File: src/rtl/tone_pkg.sv
package tone_pkg;
   localparam int unsigned COL_W_DEF  = 5;
   localparam int unsigned DATA_W_DEF = 16;

   // Half-period in ticks for one table address; column zero means silence.
   function automatic int unsigned note_half(input int unsigned bank,
                                             input int unsigned col,
                                             input int unsigned col_w);
      int unsigned top_col;
      top_col = (1 << col_w) - 1;
      if (col == 0)
         return 0;
      else if (bank == 0)
         return 16 + 48 * (top_col - col);
      else
         return 4 + 12 * (top_col - col);
   endfunction
endpackage

File: src/rtl/tone_tick_div.sv
module tone_tick_div #(
   parameter int unsigned DIV = 1000
) (
   input  logic clk,
   input  logic rst_n,
   input  logic clr_i,
   output logic tick_o
);
   localparam int unsigned CW = (DIV > 1) ? $clog2(DIV) : 1;

   if (DIV < 2) begin : g_bad_div
      $error("tone_tick_div: DIV must be at least 2");
   end

   logic [CW-1:0] pre_q;

   assign tick_o = (pre_q == CW'(DIV - 1));

   always_ff @(posedge clk or negedge rst_n) begin
      if (!rst_n)
         pre_q <= '0;
      else if (clr_i || tick_o)
         pre_q <= '0;
      else
         pre_q <= pre_q + 1'b1;
   end
endmodule

File: src/rtl/tone_note_rom.sv
module tone_note_rom
   import tone_pkg::*;
#(
   parameter int unsigned COL_W  = COL_W_DEF,
   parameter int unsigned DATA_W = DATA_W_DEF
) (
   input  logic [COL_W:0]    addr_i,
   output logic [DATA_W-1:0] half_o
);
   localparam int unsigned ADDR_W = COL_W + 1;
   localparam int unsigned DEPTH  = 1 << ADDR_W;
   localparam int unsigned COLS   = 1 << COL_W;

   if (note_half(0, 1, COL_W) >= (1 << DATA_W)) begin : g_bad_width
      $error("tone_note_rom: DATA_W too narrow for the longest note");
   end

   logic [DATA_W-1:0] table_w [DEPTH];

   for (genvar a = 0; a < DEPTH; a++) begin : g_entry
      assign table_w[a] = DATA_W'(note_half(a / COLS, a % COLS, COL_W));
   end

   assign half_o = table_w[addr_i];
endmodule

File: src/rtl/tone_half_period.sv
module tone_half_period #(
   parameter int unsigned DATA_W = 16
) (
   input  logic              clk,
   input  logic              rst_n,
   input  logic              clr_i,
   input  logic              tick_i,
   input  logic [DATA_W-1:0] half_i,
   output logic              tone_o
);
   logic [DATA_W-1:0] cnt_q;
   logic              tone_q;
   logic              reach_w;

   assign reach_w = (cnt_q >= half_i - 1'b1);
   assign tone_o  = tone_q;

   always_ff @(posedge clk or negedge rst_n) begin
      if (!rst_n) begin
         cnt_q  <= '0;
         tone_q <= 1'b0;
      end else if (clr_i) begin
         cnt_q  <= '0;
         tone_q <= 1'b0;
      end else if (tick_i) begin
         if (half_i == '0) begin
            cnt_q  <= '0;
            tone_q <= 1'b0;
         end else if (reach_w) begin
            cnt_q  <= '0;
            tone_q <= ~tone_q;
         end else begin
            cnt_q  <= cnt_q + 1'b1;
         end
      end
   end
endmodule

File: src/rtl/tone_note_gen.sv
module tone_note_gen
   import tone_pkg::*;
#(
   parameter int unsigned CLK_HZ  = 50_000_000,
   parameter int unsigned TICK_HZ = 50_000,
   parameter int unsigned COL_W   = COL_W_DEF,
   parameter int unsigned DATA_W  = DATA_W_DEF
) (
   input  logic             clk,
   input  logic             rst_n,
   input  logic             step_i,
   input  logic [COL_W-1:0] column_i,
   input  logic             bank_toggle_i,
   output logic             tone_o,
   output logic [COL_W:0]   addr_o
);
   localparam int unsigned DIV = CLK_HZ / TICK_HZ;

   if (CLK_HZ % TICK_HZ != 0) begin : g_bad_ratio
      $error("tone_note_gen: CLK_HZ must be a multiple of TICK_HZ");
   end

   logic              bank_q;
   logic              tick_w;
   logic [DATA_W-1:0] half_w;

   always_ff @(posedge clk or negedge rst_n) begin
      if (!rst_n)
         bank_q <= 1'b0;
      else if (bank_toggle_i)
         bank_q <= ~bank_q;
   end

   assign addr_o = {bank_q, column_i};

   tone_tick_div #(.DIV(DIV)) u_div (
      .clk    (clk),
      .rst_n  (rst_n),
      .clr_i  (step_i),
      .tick_o (tick_w)
   );

   tone_note_rom #(.COL_W(COL_W), .DATA_W(DATA_W)) u_rom (
      .addr_i (addr_o),
      .half_o (half_w)
   );

   tone_half_period #(.DATA_W(DATA_W)) u_half (
      .clk    (clk),
      .rst_n  (rst_n),
      .clr_i  (step_i),
      .tick_i (tick_w),
      .half_i (half_w),
      .tone_o (tone_o)
   );
endmodule

File: config.mk
export PLATFORM = sky130hd
export DESIGN_NAME = tone_note_gen
export DESIGN_NICKNAME = d
export VERILOG_FILES = /design/src/rtl/tone_pkg.sv /design/src/rtl/tone_tick_div.sv /design/src/rtl/tone_note_rom.sv /design/src/rtl/tone_half_period.sv /design/src/rtl/tone_note_gen.sv
export SDC_FILE = /design/constraint.sdc
export NUM_CORES = 1
export LEC_CHECK = 0
export BUFFER_PORTS_ARGS = -buffer_cell sky130_fd_sc_hd__buf_4
export CORE_UTILIZATION = 45
export CTS_CLUSTER_SIZE = 24
export DETAILED_ROUTE_END_ITERATION = 7
export PLACE_DENSITY = 0.64
export REMOVE_ABC_BUFFERS = 1
export SYNTH_ARGS = -nofsm -noshare
export SYNTH_HDL_FRONTEND = slang
export SYNTH_SLANG_ARGS = --single-unit
File: constraint.sdc
create_clock -name clk -period 6.8 [get_ports clk]
set_input_delay 1.7 -clock clk [delete_from_list [all_inputs] [get_ports clk]]
set_output_delay 1.7 -clock clk [all_outputs]
set_load 0.02 [all_outputs]
==> key figures <==
Logic synthesis
  • Main flop type after synthesis: dfrtp_1
  • Synthesis Warnings: 0
  • Post-synth cell types: 53
  • Mapped Cells: 271
  • #FFs+latches synth: 28
  • Synthesized area per cell: 8.74 um2
  • Mapped Area: 2370 um2
  • Post-synthesis sequential area ratio: 0.296
  • Post-synth EDFFs: 0
  • Post-synth ARST share: 1.00

Placement
  • RD Place Congestion: 0.788
  • # port buffers: 15
  • Hpwl dp: 3.42 mm
  • Placed Cells: 340

CTS
  • CTS Hold Bufs: 0
  • Clk sinks: 28
  • Reg clk slew, reported paths: 90 ps
  • CTS H-tree lvls: 1
  • Postcts setup bufs: 0
  • Post-cts sizing count: 0
  • Inserted Clock Buffers: 3
  • Clock Latency Late Sink: 270 ps
  • CTS root buf: clkbuf_8
  • Longest Clk Path Bufs: 2
  • CTS tree: done

Global routing
  • Overall Global Routing Usage: 0.183
  • Total grt overflow: 0
  • Initial antenna violation count: 0
  • Pin count of the biggest net entering global routing: 29
  • Vias in the first global route: 1,752
  • Global-route wire length before repair: 7.89 mm

Final layout
  • Area grow syn2layout: 7.18%
  • NumNets Final: 306
  • Non-Filler Instances: 344
  • Antenna cells: 0
  • Layout cell share with drive strength beyond 1: 0.113
  • Util after Layout: 0.500

Setup path
  • Crit start category: input port
  • Most used cell, CP: ha_1
  • Critical path class: input port to flip-flop
  • Worst EP required: 6950 ps
  • Crit-path slowest cell: or4_1
  • Critical path data arrival time: 5290 ps
  • Crit-path max FO: 17
  • CP endpoint kind: flip-flop
  • Critical-path cell list: buf_4 > inv_1 > ha_1 > or4_1 > and2_1 > nand2_1 > ha_1 > o2111ai_4 > or2_1 > and2_1 > ha_1 > nand4_1 > a2111oi_0 > nor2_1 > o21ai_4 > o21ai_0
  • Critical Path Max Stage Delay: 580 ps

Detailed routing
  • Antenna-violating nets left: 0
  • Vias: 1,889
  • Pre-Repair DR Iteration Count: 5
  • DRC: 0
  • Number of vias per cell: 5.49
  • Detailed Route WL: 4.64 mm
  • Wirelength per Cell: 13.5 um
  • Initial drt markers: 114

Floorplanning
  • Site Rows: 26
  • Die Wd: 74.6 um
  • Starting Density: 0.467
  • Die ar.: 5560 um2
  • Placeable core area: 5070 um2
  • Die span in y: 74.6 um
  • Io pins: 16

STA
  • Slew Viols, Final: 0
  • Final Setup Violations: 0
  • WHS: 483 ps
  • RSZ-0062 raised after global routing: false
  • Final Cycle Share: 0.756
  • Slew @ Worst Pin: 1120 ps
  • Relative slew margins: 0.252
  • Min Tclk post-route: 5140 ps
  • Final hold vios: 0
  • Setup TNS: 0 ps
  • Fmax: 195 MHz
  • Clk_skew: 1.63 ps

Pwr
  • Power density over the cells: 202 nW/um2
  • Worst vdd ir: 0.0970 mV
  • Tot Pwr: 0.514 mW
  • Total leakage power: 1.09 nW

Run status
  • Outcome: finished clean

Flow run
  • Max cap viols: 0

Min path
  • Hold Path Class: flip-flop to flip-flop
## state kept, by name, summed over array words and instances (netlist names)
| name | count |
|---|---|
| u_half.tone_o | 1 |
| u_half.cnt_q | 16 |
| bank_q | 1 |
| u_div.pre_q | 10 |
## where the power goes
| part | total [mW] | internal [mW] | switching, mW | leakage (nW) |
|---|---|---|---|---|
| sequential | 0.211 | 0.179 | 0.0311 | 0.382 |
| combinational | 0.173 | 0.0771 | 0.0955 | 0.670 |
| clock | 0.130 | 0.0788 | 0.0515 | 0.0357 |
## final timing paths
kind	startpoint	end	slack (ps)	cells after the start
worst max-delay path	column_i[1]	u_half.cnt_q[1]	1660	16
worst min-delay path	u_div.pre_q[0]	u_div.pre_q[0]	480	1
worst max register to register	bank_q	u_half.cnt_q[1]	3430	11
worst min register to register	u_div.pre_q[0]	u_div.pre_q[0]	480	1
max in group asynchronous	rst_n	u_half.cnt_q[2]	5220	1
min in group asynchronous	rst_n	u_div.pre_q[8]	1320	1
## per-stage QoR
step	cell area, um2	setup WS [ps]
5_1_grt	2540	1430
3_3_place_gp	2470	1420
3_5_place_dp	2470	1360
2_1_floorplan	2260	1830
4_1_cts	2540	1630
6_report	2540	1660
## layout by cell type, fill, tap and decap left out, types with 2 or more instances in the layout
cell,count
dfrtp_1,28
nand2_1,25
a21oi_1,22
ha_1,22
nor2_1,19
buf_4,16
xnor2_1,13
nand3_1,12
inv_1,10
o21ai_0,10
xor2_1,9
nand2b_1,7
and3_1,6
or3_1,6
o211ai_1,6
o21a_1,4
nor3_1,4
and2_1,3
nor2b_1,3
a211oi_1,3
or2_2,3
a211o_1,3
nand4_1,3
o2111ai_1,3
clkbuf_8,3
or4_1,2
mux2i_1,2
a31oi_1,2
a21oi_4,2
## final cells by class
cell class | count | area, um2
Sequential cell | 28 | 701
Multi-Input combinational cell | 216 | 1520
Timing Repair Buffer | 16 | 120
Inverter | 10 | 37.5
Clock inverter | 1 | 30.0
Clock buffer | 3 | 41.3
Tap cell | 70 | 87.6
Fill cell | 489 | 2530
## synth_stat cells, types with 2 or more instances
| library cell | n | area share |
|---|---|---|
| or2_2 | 3 | 0.0079 |
| o21ai_0 | 10 | 0.021 |
| dfrtp_1 | 28 | 0.30 |
| xnor2_1 | 13 | 0.048 |
| nor2_1 | 19 | 0.030 |
| and2_1 | 3 | 0.0079 |
| o21a_1 | 4 | 0.013 |
| a21oi_4 | 2 | 0.014 |
| buf_6 | 3 | 0.014 |
| a21oi_1 | 22 | 0.046 |
| nand3_1 | 12 | 0.025 |
| buf_4 | 6 | 0.019 |
| nand2_1 | 25 | 0.040 |
| ha_1 | 22 | 0.12 |
| mux2i_1 | 2 | 0.0084 |
| xor2_1 | 9 | 0.033 |
| nor2b_1 | 3 | 0.0079 |
| nand4_1 | 3 | 0.0079 |
| clkbuf_1 | 7 | 0.011 |
| nor3_1 | 4 | 0.0084 |
| a211oi_1 | 3 | 0.0095 |
| inv_1 | 10 | 0.016 |
| nand2b_1 | 7 | 0.018 |
| o2111ai_1 | 3 | 0.011 |
| or4_1 | 2 | 0.0063 |
| and3_1 | 6 | 0.016 |
| or3_1 | 6 | 0.016 |
| o211ai_1 | 6 | 0.019 |
| a31oi_1 | 2 | 0.0053 |
| a211o_1 | 3 | 0.011 |
## cells by family (layout without fill, tap and decap cells)
logic type	after synthesis	in the layout	synth area share
muxes	2	2	0.00845
AOI/OAI and AO/OA	68	68	0.210
and+or+nand+nor	102	102	0.227
buffers and inverters	27	30	0.0618
xor gates and xnor gates	22	22	0.0813
adders and majority gates	22	22	0.116
DFF	28	28	0.296
## layer usage
metal	track usage	part of all wire
met4	0.0440	0.0084
met5	0	0
met2	0.299	0.48
met3	0.0339	0.031
met1	0.251	0.48
## critical path, delay by kind of cell
kind	cells	cell delay [ps]
compound gates	4	1040
fa+ha+maj	3	730
buf+inv	2	180
simple gates	7	1620
No activity file was read; power rests on OpenSTA's default activity.
